--- config.mk ---
export PLATFORM = sky130hd
export DESIGN_NAME = startup_supervisor
export DESIGN_NICKNAME = d
export VERILOG_FILES = /design/src/rtl/startup_supervisor.sv
export SDC_FILE = /design/constraint.sdc
export NUM_CORES = 1
export LEC_CHECK = 0
export BUFFER_PORTS_ARGS = -buffer_cell sky130_fd_sc_hd__buf_2
export CAP_MARGIN = 40
export CORE_MARGIN = 2
export CORE_UTILIZATION = 52
export CTS_BUF_LIST = sky130_fd_sc_hd__clkbuf_16
export CTS_CLUSTER_DIAMETER = 40
export DETAILED_ROUTE_END_ITERATION = 12
export GPL_ROUTABILITY_DRIVEN = 0
export HOLD_SLACK_MARGIN = 0.06
export PLACE_DENSITY = 0.79
export SYNTH_ARGS = -nofsm -noshare
export SYNTH_HDL_FRONTEND = slang
export SYNTH_SLANG_ARGS = --single-unit
--- constraint.sdc ---
create_clock -name clk -period 1.93 [get_ports clk]
set_input_delay 0.2895 -clock clk [delete_from_list [all_inputs] [get_ports clk]]
set_output_delay 0.2895 -clock clk [all_outputs]
set_load 0.02 [all_outputs]
--- src/rtl/startup_supervisor.sv ---
module startup_supervisor #(
  parameter int CODE_W   = 4,
  parameter int STEP_CYC = 28333
) (
  input  logic              clk,
  input  logic              rst_n,
  input  logic              drain_ok,
  input  logic              vdd_on,
  input  logic              vdd_uv,
  input  logic              vdd_rst,
  input  logic              br_below,
  input  logic              br_above,
  input  logic              olp_trip,
  input  logic              therm_trip,
  input  logic              ext_fault,
  output logic              src_en,
  output logic              low_chg,
  output logic              sw_en,
  output logic [CODE_W-1:0] ilim_code
);
  localparam int CNT_W = $clog2(STEP_CYC + 1);
  localparam logic [CNT_W-1:0] CNT_LAST = CNT_W'(STEP_CYC - 1);
  localparam logic [CODE_W-1:0] CODE_MAX = '1;

  typedef enum logic [2:0] {ST_CHARGE, ST_SOFT, ST_RUN, ST_BROWN, ST_LATCH, ST_WAIT} st_t;

  st_t               st;
  logic [CNT_W-1:0]  cnt;
  logic [CODE_W-1:0] code;
  logic              after_flt;
  logic              any_flt;

  assign any_flt   = olp_trip | therm_trip | ext_fault;
  assign sw_en     = (st == ST_SOFT) || (st == ST_RUN);
  assign src_en    = (st == ST_CHARGE) && drain_ok;
  assign low_chg   = after_flt;
  assign ilim_code = sw_en ? code : '0;

  always_ff @(posedge clk or negedge rst_n) begin
    if (!rst_n) begin
      st        <= ST_CHARGE;
      cnt       <= '0;
      code      <= '0;
      after_flt <= 1'b0;
    end else begin
      case (st)
        ST_CHARGE:
          if (vdd_on) begin
            cnt  <= '0;
            code <= '0;
            if (br_below) st <= ST_BROWN;
            else begin
              st        <= ST_SOFT;
              after_flt <= 1'b0;
            end
          end
        ST_SOFT, ST_RUN:
          if (vdd_uv) begin
            st        <= ST_WAIT;
            after_flt <= 1'b0;
          end else if (any_flt) begin
            st        <= ST_LATCH;
            after_flt <= 1'b1;
          end else if (br_below) begin
            st <= ST_BROWN;
          end else if (st == ST_SOFT) begin
            if (cnt == CNT_LAST) begin
              cnt  <= '0;
              code <= code + 1'b1;
              if (code == CODE_MAX - 1'b1) st <= ST_RUN;
            end else begin
              cnt <= cnt + 1'b1;
            end
          end
        ST_BROWN:
          if (vdd_uv) st <= ST_CHARGE;
          else if (br_above) begin
            st        <= ST_SOFT;
            cnt       <= '0;
            code      <= '0;
            after_flt <= 1'b0;
          end
        ST_LATCH:
          if (vdd_uv) st <= ST_WAIT;
        ST_WAIT:
          if (vdd_rst) st <= ST_CHARGE;
        default: st <= ST_CHARGE;
      endcase
    end
  end

  AST_SRC_NEEDS_DRAIN: assert property (@(posedge clk) disable iff (!rst_n)
    src_en |-> drain_ok);
  AST_SRC_SW_EXCL: assert property (@(posedge clk) disable iff (!rst_n)
    !(src_en && sw_en));
  AST_CODE_STEP: assert property (@(posedge clk) disable iff (!rst_n)
    (sw_en && $past(sw_en)) |-> (ilim_code == $past(ilim_code) ||
                                 ilim_code == $past(ilim_code) + 1'b1));
  AST_UV_STOPS: assert property (@(posedge clk) disable iff (!rst_n)
    (sw_en && vdd_uv) |=> (!sw_en && !low_chg));
  AST_FAULT_STOPS: assert property (@(posedge clk) disable iff (!rst_n)
    (sw_en && !vdd_uv && any_flt) |=> (!sw_en && low_chg));
  AST_LATCH_HOLDS: assert property (@(posedge clk) disable iff (!rst_n)
    (!sw_en && !src_en && low_chg && !vdd_uv && $past(sw_en)) |=> (!sw_en && !src_en));
endmodule

# Word level (Yosys, flattened, before mapping)
# Cells that the tools add are included.
[op_classes]
addsub = 2
multipliers = 0
div = 0
magnitude_cmp = 0
eq_ne = 23
shifts = 0
n_mux = 39
bitwise_logic = 2
reduce_logical = 9
[op_table]
columns = ["operator", "n"]
rows = [
  ["$mux 15", 8],
  ["$pmux 15 s3", 1],
  ["$mux 4", 9],
  ["$mux 3", 11],
  ["$ne 2x2->1 const B", 11],
  ["$add 15x1->15 const B", 1],
  ["$eq 15x15->1 const B", 1],
  ["$ne 5x5->1 const B", 3],
  ["$pmux 3 s5", 1],
  ["$pmux 4 s3", 1],
  ["$reduce_and 9->1", 1],
  ["$reduce_and 8->1", 1],
  ["$reduce_and 7->1", 1],
  ["$eq 3x2->1 const B", 2],
  ["$eq 3x3->1 const B", 2],
  ["$mux 1", 6],
  ["$ne 3x3->1 const B", 2],
  ["$reduce_and 6->1", 1],
  ["$add 4x1->4 const B", 1],
  ["$eq 4x4->1 const B", 1],
  ["$eq 3x1->1 const B", 1],
  ["$logic_not 3->1", 1],
  ["$pmux 1 s3", 1],
  ["$reduce_bool 3->1", 1],
  ["5 further kinds", 6],
]
[word_totals]
reg_bits = 23
latchBits = 0
ram_bits = 0
romBits = 0
in_bits = 11
output_inout_bits = 7
n_memories = 0

# Depth between registers and ports, before layout
# Gate-level depths: netlist of the first run.
[depth]
word_depth = 8
ltp_mapped = 8

# Worst setup path before layout of the first run
# OpenSTA, ideal clock, no wires.
[synth_timing]
kind = "register to register"
start = "register cnt[0]"
end = "register code[1]"
setup_time_ns = 0.125
arrival_ns = 1.978
required_time_ns = 1.805
setup_slack_ns = -0.173
stages_incl_launch_ff = 8
path_buffers = 0
period_less_slack_ns = 2.103
cell_sequence = "dfrtp_1 > inv_1 > ha_1 > nand4b_1 > nor4_1 > nand2_1 > a21oi_1 > mux2_2"
[synth_via]
elab_chain_cells = 3
[synth_lines]
columns = ["item", "line_no", "rtl"]
rows = [
  ["start, declared", "28", "logic [CNT_W-1:0] cnt;"],
  ["start signal, assigned", "72", "cnt <= cnt + 1'b1;"],
  ["$eq 15x15->1", "67", "if (cnt == CNT_LAST) begin"],
  ["$ne 2x2->1 (no line)", "n/a", ""],
  ["$reduce_and 9->1 (no line)", "n/a", ""],
  ["end signal, assigned", "69", "code <= code + 1'b1;"],
  ["end, declared", "29", "logic [CODE_W-1:0] code;"],
]
# No other way between the ends.
# A chain may end at the register's enable or synchronous reset.

# Worst setup path in the final report of the first run
[layout_timing]
start = "input vdd_uv"
end = "register cnt[5]"
[layout_via]
elab_chain_cells = 2
[layout_lines]
columns = ["item", "line_no", "rtl"]
rows = [
  ["start, declared", "9", "input logic vdd_uv,"],
  ["$ne 2x2->1 (no line)", "n/a", ""],
  ["$reduce_and 8->1 (no line) *", "n/a", ""],
]
# Every way passes the cells marked *; elsewhere a longest branch is shown, timed or not.

==> flow_summary.json, run 1 <==
{
  "status": "finished clean",
  "muxShareOfSynthArea_pct": 2.18,
  "antenna_found_initial": 0,
  "max_slew.worst_pin.slew_ns": 0.583,
  "cts-htree-levels": 1,
  "synthCells": 169,
  "route.vias.total": 1557,
  "period_minus_slack_ns": 1.88,
  "core_area_um2": 2730,
  "cts_buffers": 3,
  "grt_pass1_wl_um": 6150,
  "port_buffers": 17,
  "finalSetupViolations": 0,
  "root_buffer": "clkbuf_16",
  "period_share_pct": 97.2,
  "cts_buffer_depth": 2,
  "ys_warn_count": 0,
  "hold_ws_ns": 0.359,
  "seq_area_frac_synth_pct": 38.6,
  "fin_ws_ns": 0.0546,
  "rsz0062_at_grt": "yes",
  "syn-num-nets": 184,
  "stdcell_area_um2": 1970,
  "grt_start_max_net_pins": 24,
  "crit_chain": "buf_2, or4_4, o211ai_4, o21ai_4, or4_1, a21oi_1",
  "firstDrtPassIters": 4,
  "syn_area_per_cell_um2": 8.82,
  "drc_errors": 0,
  "power_uw": 2070,
  "area.growth.synth_to_final_pct": 32.0,
  "antenna_left": 0,
  "hold-path-cell-count": 3,
  "rr_worst_depth": 4,
  "clock-sinks": 23,
  "synth_edf_count": 0,
  "final-hold-violation-count": 0,
  "cts_tree": "built",
  "hold_start": "vdd_uv",
  "synth-compound-area-share_pct": 24.8,
  "critPathArrivalTime_ns": 2.05,
  "rows": 19,
  "drive_gt1_share_pct": 31.8,
  "maxSlewViolCount": 0,
  "die_w_um": 57.5,
  "cp.required_ns": 2.10,
  "cpMaxStageDelayCell": "or4_4",
  "pin_count": 18,
  "clk_pin_slew_ns": 0.06,
  "drv_cap": 0,
  "drt_iter0_drc": 107,
  "slew_headroom_pct": 60.6,
  "max_stage_delay_ns": 0.57,
  "grt-ovfl-total": 0,
  "reg2reg_slack_ns": 0.09,
  "min_to": "low_chg$_DFFE_PN0P_",
  "yosys.area_share.adder_pct": 3.36,
  "diodes": 0,
  "clock_latency_ns": 0.26,
  "r2r-end": "cnt[5]$_DFFE_PN0P_",
  "placed_area_um2": 1830,
  "dpl.hpwl_um": 2740,
  "grt_pass1_vias": 1476,
  "nets": 233,
  "vias_per_cell": 6.28,
  "grt_usage_pct": 23.8,
  "post-place-ws_ns": -0.199,
  "synth_cell_types": 48,
  "initial_utilization_pct": 54.5,
  "drt-total-wl_um": 3760,
  "chipHeight_um": 57.5,
  "ir_drop_mv": 0.749,
  "worstSetupPathType": "input pin to flip-flop",
  "synth_top_family_by_area": "simple AND/OR/NAND/NOR gates",
  "start_kind": "input pin",
  "ys_seq_elements": 23,
  "synth-simple-area-share_pct": 25.2,
  "skew_ns": 0.00504,
  "max_freq_mhz": 533,
  "synth_area_um2": 1490,
  "min_path_type": "input pin to flip-flop",
  "cp-end-kind": "flip-flop",
  "wl_per_cell_um": 15.2,
  "cp_max_fo": 13,
  "synth_flop_cell": "dfrtp_1",
  "r2r-start": "st[2]$_DFFE_PN0P_",
  "p_per_area_nw_per_um2": 1050,
  "dieArea_um2": 3310,
  "synthArstFlopShare_pct": 100,
  "p_leak_uw": 0.000909,
  "synth_xor_area_share_pct": 1.18
}
-- repair_timing --
action | in CTS | in global routing
gates resized for setup | 1 | 6
hold endpoints to repair | 23 | 0
setup buffers | 0 | 1
pin swaps | 0 | 2
hold buffers | 1 | 0
gates cloned | 0 | 0
endpoints found under the setup margin | 1 | 17
-- worst max-delay path: cells and delay by family --
kind,cells,cell delay (ns)
AO/OA/AOI/OAI,3,0.53
buffers and inverters,1,0.12
AND/OR/NAND/NOR,2,1.10
-- how the worst max path moves through the flow --
stage	startpoint	end	slack (ns)	cells past startpoint
final	vdd_uv	cnt[5]$_DFFE_PN0P_	0.05	6
after global routing	st[0]$_DFFE_PN0P_	ilim_code[0]	-0.01	5
after CTS	st[0]$_DFFE_PN0P_	ilim_code[0]	0.01	5
after detailed placement	vdd_uv	cnt[5]$_DFFE_PN0P_	-0.20	6
after global placement	vdd_uv	cnt[7]$_DFFE_PN0P_	-0.13	6
after floorplan	vdd_uv	cnt[5]$_DFFE_PN0P_	-0.02	6
-- cells by family (layout without fill, tap and decap cells) --
| group | count (synthesis) | in the layout |
|---|---|---|
| buffers and inverters | 18 | 66 |
| AOI/OAI and AO/OA | 51 | 51 |
| and+or+nand+nor | 68 | 68 |
| DFF | 23 | 23 |
| xor gates and xnor gates | 2 | 2 |
| adders and majority gates | 4 | 4 |
| muxes | 3 | 3 |
-- metal layers --
layer / track usage, % / vias up / share of wire, %
met2: 43.5 / 55 / 52
li1: - / 742 / -
met3: 2.95 / 9 / 4.3
met5: 0 / - / 0
met1: 27.5 / 751 / 42
met4: 10.6 / 0 / 1.9
-- cell usage in the layout (no fill, tap or decap), types with 2 or more instances in the layout --
cell type and count:
mux2_2 2, inv_1 11, a311oi_1 2, nand3b_1 2, a211o_1 2, a31o_2 2
nand2_1 9, or4_1 7, nor2_1 15, o31ai_1 6, ha_1 4, nor2b_1 2
nor4_1 3, nor3_1 2, dfrtp_1 23, or2_2 2, buf_4 32, and3_1 5
nand4_1 3, a22o_1 4, o21ai_0 6, o41ai_1 3, buf_2 17, nand3_1 8
clkbuf_16 3, a21oi_1 11, a31oi_1 2
-- through the flow --
stage | std cells | utilization [%] | setup TNS, ns
global placement | 242 | 67.0 | -0.998
global route | 248 | 71.9 | -0.0165
floorplan | 169 | - | -0.0403
CTS | 247 | 70.4 | 0
finish | 248 | 71.9 | 0
detailed placement | 242 | 67.0 | -1.83
-- cell usage after synthesis, types with 3 or more instances --
library cell,n,area share [%]
o21ai_0,6,2.0
or4_1,8,4.0
and3_1,5,2.1
clkbuf_1,3,0.76
nor4_1,4,1.7
nand2_1,10,2.5
ha_1,4,3.4
inv_1,11,2.8
nor2_1,15,3.8
nand3_1,8,2.7
o31ai_1,6,3.0
a22o_1,4,2.4
o41ai_1,3,1.8
a21oi_1,12,4.0
nand4_1,3,1.3
dfrtp_1,23,39
-- sequential cells by signal, summed over array words and instances, names as in the netlist --
signal	flops
code	4
low_chg	1
st	3
cnt	15
-- cell type report --
class	count	area (µm²)
Clock buffer	3	75.1
Clock inverter	1	5.00
Fill cell	191	767
Inverter	12	45.0
Multi-Input combinational cell	128	892
Sequential cell	23	576
Tap cell	31	38.8
Timing Repair Buffer	50	335
-- report_power, final --
group,total [µW],internal [µW],switching (µW),leakage (µW)
logic,1030,451,582,0.000552
registers,590,535,55.0,0.000315
clock network,451,279,172,0.0000409
total,2070,1260,809,0.000909
No activity file was read; power rests on OpenSTA's default activity.
==> run 2, diff against run 1 <==
--- a/config.mk
+++ b/config.mk
@@ -7,6 +7,7 @@
 export LEC_CHECK = 0
 export BUFFER_PORTS_ARGS = -buffer_cell sky130_fd_sc_hd__buf_2
 export CAP_MARGIN = 40
+export CORE_ASPECT_RATIO = 0.9
 export CORE_MARGIN = 2
 export CORE_UTILIZATION = 52
 export CTS_BUF_LIST = sky130_fd_sc_hd__clkbuf_16
==> flow_summary.json, run 2 (synthesized netlist as in run 1, its figures left out) <==
{
  "cts-htree-levels": 1,
  "skew_ns": 0.00254,
  "vias_per_cell": 6.10,
  "grt_usage_pct": 27.7,
  "ir_drop_mv": 0.773,
  "critPathArrivalTime_ns": 2.06,
  "wl_met1_um": 1840,
  "r2r-start": "cnt[4]$_DFFE_PN0P_",
  "wl_per_cell_um": 16.1,
  "largest_register_ff_count": 15,
  "p_leak_uw": 0.000918,
  "period_share_pct": 97.3,
  "crit_path_end": "cnt[11]$_DFFE_PN0P_",
  "clock-sinks": 23,
  "worstSetupPathType": "flip-flop to flip-flop",
  "dr_wl_met3_um": 269,
  "clk_pin_slew_ns": 0.06,
  "period_minus_slack_ns": 1.88,
  "r2r-end": "cnt[11]$_DFFE_PN0P_",
  "worstSetupStartpoint": "cnt[4]$_DFFE_PN0P_",
  "cp-end-kind": "flip-flop",
  "cts_buffers": 3,
  "dr.max_layer_used": "met4",
  "ff_latch_area_um2": 576,
  "drt-total-wl_um": 4170,
  "route.vias.total": 1580,
  "power_uw": 2110,
  "reg_top3": "cnt (15), code (4), st (3)",
  "rr_worst_depth": 6,
  "grt-ovfl-total": 0,
  "max_freq_mhz": 532,
  "start_kind": "flip-flop",
  "drc_errors": 0,
  "dr_wl_met2_um": 2010,
  "dpl.hpwl_um": 2980,
  "cp_max_fo": 4,
  "root_buffer": "clkbuf_16",
  "p_per_area_nw_per_um2": 1070,
  "port_buffers": 17,
  "cp.required_ns": 2.11,
  "area.growth.synth_to_final_pct": 33.1,
  "drv_cap": 0,
  "fin_ws_ns": 0.0514,
  "final_cells": 259,
  "nets": 235,
  "drive_gt1_share_pct": 32.0,
  "rsz0062_at_grt": "no",
  "antenna_left": 0,
  "rows": 18,
  "post-place-ws_ns": -0.162,
  "final-hold-violation-count": 0,
  "multi_input_area_um2": 883,
  "grt_start_max_net_pins": 24,
  "grt_pass1_vias": 1479,
  "max_slew.worst_pin.slew_ns": 0.520,
  "min_path_type": "input pin to flip-flop",
  "drt_iter0_drc": 71,
  "dieArea_um2": 3310,
  "initial_utilization_pct": 54.2,
  "diodes": 0,
  "core_area_um2": 2750,
  "die_w_um": 60.4,
  "hold_start": "br_above",
  "clock_latency_ns": 0.26,
  "status": "finished clean",
  "dp_cells": 253,
  "final_cell_mix": "34 x buf_4, 23 x dfrtp_1, 17 x buf_2, 14 x nor2_1, 12 x inv_1",
  "placed_area_um2": 1860,
  "pin_count": 18,
  "slew_headroom_pct": 65.3,
  "cts_buffer_depth": 2,
  "maxSlewViolCount": 0,
  "largest_register": "cnt",
  "grt_pass1_wl_um": 6760,
  "fill_cells": 211,
  "stdcell_area_um2": 1980,
  "reg2reg_slack_ns": 0.05,
  "cts_tree": "built",
  "firstDrtPassIters": 4,
  "finalSetupViolations": 0,
  "final_common_cell": "buf_4",
  "chipHeight_um": 54.8,
  "antenna_found_initial": 0
}
[run 2: cell count changes in the layout (fill, tap and decap cells not counted), sizes merged]
cell,previous run,this run
buf,49,51
clkinv,2,1
inv,11,12
[run 2: area by class of cell]
class | count | area share (%)
clock inverter | 1 | 0.189
timing repair buffer | 52 | 17.7
tap | 40 | 2.52
sequential | 23 | 29.0
inverter | 12 | 2.27
clock buffer | 3 | 3.79
multi-input combinational | 128 | 44.5
[run 2: what timing repair did]
item	in CTS	in global routing
gates cloned	0	0
buffers inserted	0	1
hold endpoints to repair	23	0
setup endpoints to repair	1	19
hold buffers	1	0
gates resized for setup	2	4
pin swaps	0	1
[run 2: worst max-delay path: stages (launching register included)]
cell and delay (ns):
dfrtp_1 0.35, buf_4 0.14, nand4_1 0.15, or2_2 0.37, nor2_2 0.14, or4b_1 0.48
a21oi_1 0.17
[run 2: power breakdown]
| group | total, µW | leakage, µW | internal (µW) | switching (µW) |
|---|---|---|---|---|
| logic | 1080 | 0.000560 | 465 | 614 |
| clock network | 447 | 0.0000423 | 277 | 170 |
| registers | 588 | 0.000315 | 535 | 53.2 |
[run 2: metal layers]
metal  vias to the layer above  track usage (%)
met4                         0             9.42
met5                         -                0
met2                        67             45.8
met1                       753             38.0
met3                         7             2.84
li1                        753                -
[run 2: worst min path at each step]
stage / endpoint / slack [ns] / cells after the start
floorplan: cnt[0]$_DFFE_PN0P_ / -0.006 / 0
global placement: code[3]$_DFFE_PN0P_ / 0.28 / 1
detailed placement: code[2]$_DFFE_PN0P_ / 0.29 / 1
CTS: st[1]$_DFFE_PN0P_ / 0.42 / 4
global route: st[1]$_DFFE_PN0P_ / 0.45 / 4
finish: st[1]$_DFFE_PN0P_ / 0.44 / 4
[run 2: through the flow]
step	hold WS, ns	setup TNS, ns	utilization, %
after floorplan	-0.00609	-0.0403	-
after global placement	0.285	-0.476	67.6
after detailed placement	0.292	-1.05	67.6
after CTS	0.422	0	71.2
after global routing	0.449	0	72.2
final	0.445	0	72.2
==> run 3, diff against run 2 <==
--- a/config.mk
+++ b/config.mk
@@ -9,13 +9,13 @@
 export CAP_MARGIN = 40
 export CORE_ASPECT_RATIO = 0.9
 export CORE_MARGIN = 2
-export CORE_UTILIZATION = 52
+export CORE_UTILIZATION = 50
 export CTS_BUF_LIST = sky130_fd_sc_hd__clkbuf_16
 export CTS_CLUSTER_DIAMETER = 40
 export DETAILED_ROUTE_END_ITERATION = 12
 export GPL_ROUTABILITY_DRIVEN = 0
 export HOLD_SLACK_MARGIN = 0.06
-export PLACE_DENSITY = 0.79
+export PLACE_DENSITY = 0.77
 export SYNTH_ARGS = -nofsm -noshare
 export SYNTH_HDL_FRONTEND = slang
 export SYNTH_SLANG_ARGS = --single-unit
==> flow_summary.json, run 3 (synthesized netlist as in run 1, its figures left out) <==
{
  "largest_register": "cnt",
  "grt-ovfl-total": 0,
  "final_cell_mix": "33 x buf_4, 23 x dfrtp_1, 17 x buf_2, 15 x nor2_1",
  "maxSlewViolCount": 0,
  "ir_drop_mv": 0.726,
  "grt_pass1_wl_um": 6240,
  "die_w_um": 61.5,
  "p_per_area_nw_per_um2": 1050,
  "cts-htree-levels": 1,
  "pin_count": 18,
  "r2r-end": "cnt[0]$_DFFE_PN0P_",
  "fin_ws_ns": 0.0328,
  "port_buffers": 17,
  "slew_headroom_pct": 64.8,
  "vias_per_cell": 5.81,
  "hold_start": "vdd_uv",
  "post-place-ws_ns": -0.123,
  "critPathArrivalTime_ns": 1.61,
  "grt_pass1_vias": 1422,
  "dp_cells": 253,
  "initial_utilization_pct": 53.4,
  "rr_worst_depth": 7,
  "core_area_um2": 2790,
  "largest_register_ff_count": 15,
  "cp-end-kind": "primary output",
  "status": "finished clean",
  "dieArea_um2": 3430,
  "r2r-start": "st[0]$_DFFE_PN0P_",
  "cts_buffers": 3,
  "rows": 18,
  "firstDrtPassIters": 4,
  "drt-total-wl_um": 3680,
  "cts_buffer_depth": 2,
  "nets": 234,
  "diodes": 0,
  "route.vias.total": 1500,
  "wl_per_cell_um": 14.3,
  "worstSetupPathType": "flip-flop to primary output",
  "clock-sinks": 23,
  "final_cells": 258,
  "root_buffer": "clkbuf_16",
  "multi_input_area_um2": 866,
  "max_freq_mhz": 527,
  "min_path_type": "input pin to flip-flop",
  "hold-path-cell-count": 3,
  "drc_errors": 0,
  "cts_tree": "built",
  "max_slew.worst_pin.slew_ns": 0.527,
  "ff_latch_area_um2": 576,
  "reg_top3": "cnt (15), code (4), st (3)",
  "drv_cap": 0,
  "min_to": "low_chg$_DFFE_PN0P_",
  "reg2reg_slack_ns": 0.10,
  "grt_start_max_net_pins": 24,
  "drt_iter0_drc": 80,
  "fill_cells": 226,
  "cp_max_fo": 7,
  "clk_pin_slew_ns": 0.06,
  "finalSetupViolations": 0,
  "grt_usage_pct": 23.5,
  "chipHeight_um": 55.8,
  "area.growth.synth_to_final_pct": 31.5,
  "clock_latency_ns": 0.26,
  "rsz0062_at_grt": "yes",
  "period_share_pct": 98.3,
  "skew_ns": 0.00731,
  "met1_usage_pct": 33.4,
  "antenna_left": 0,
  "dpl.hpwl_um": 2860,
  "cp.required_ns": 1.64,
  "period_minus_slack_ns": 1.90,
  "use_met2_pct": 36.8,
  "top_usage_layer": "met2",
  "drive_gt1_share_pct": 30.7,
  "final_common_cell": "buf_4",
  "use_met3_pct": 5.58,
  "antenna_found_initial": 0,
  "final-hold-violation-count": 0,
  "p_leak_uw": 0.000909,
  "start_kind": "flip-flop"
}
==> run 3: changes by cell type in the layout (fill, tap and decap cells not counted), sizes merged <==
cell    delta
buf        -1
clkinv     +1
inv        -1
==> run 3: through the flow <==
stage	hold slack [ns]	power (µW)	utilization [%]	setup TNS, ns	cell area (µm²)
2_1_floorplan	-0.00609	1150	-	-0.0403	1510
3_3_place_gp	0.286	1550	66.5	-0.578	1860
3_5_place_dp	0.290	1590	66.5	-1.00	1860
4_1_cts	0.357	2060	70.2	0	1960
5_1_grt	0.360	2190	70.2	-0.0592	1960
6_report	0.368	2060	70.2	0	1960
==> run 3: worst max path at each step <==
stage / startpoint / slack (ns) / endpoint / cells past startpoint
final: st[1]$_DFFE_PN0P_ / 0.03 / ilim_code[0] / 6
after global routing: st[0]$_DFFE_PN0P_ / -0.04 / ilim_code[0] / 6
after CTS: cnt[0]$_DFFE_PN0P_ / 0.008 / st[0]$_DFFE_PN0P_ / 9
after detailed placement: vdd_uv / -0.12 / cnt[7]$_DFFE_PN0P_ / 6
after global placement: vdd_uv / -0.10 / cnt[7]$_DFFE_PN0P_ / 6
after floorplan: vdd_uv / -0.02 / cnt[5]$_DFFE_PN0P_ / 6
==> run 3: cell type report <==
| cell class | count | share of cell area (%) |
|---|---|---|
| tap | 40 | 2.55 |
| sequential | 23 | 29.4 |
| clock buffer | 3 | 3.83 |
| multi-input combinational | 128 | 44.2 |
| inverter | 12 | 2.30 |
| timing repair buffer | 51 | 17.5 |
| clock inverter | 1 | 0.255 |
==> run 3: timing repair <==
action | in CTS | in global routing
pin swaps | 0 | 1
hold endpoints to repair | 23 | 0
hold buffers | 1 | 0
buffers inserted | 0 | 0
setup endpoints to repair | 1 | 11
resized for setup | 2 | 0
==> run 3: worst max-delay path: stages, from the launching register on <==
cell and delay (ns):
dfrtp_1 0.40, xor2_1 0.24, buf_4 0.18, nand2_1 0.11
buf_4 0.18, nor2_1 0.08, buf_2 0.16
==> run 3: where the power goes <==
| group | switching, µW | internal [µW] |
|---|---|---|
| Combinational | 583 | 457 |
| Sequential | 39.0 | 535 |
| Clock | 165 | 278 |
==> run 3: per-layer routing <==
metal / up-vias / share of wire [%]
met5: - / 0
met4: 0 / 0.41
met3: 2 / 5.7
met2: 35 / 47
met1: 715 / 47
li1: 748 / -
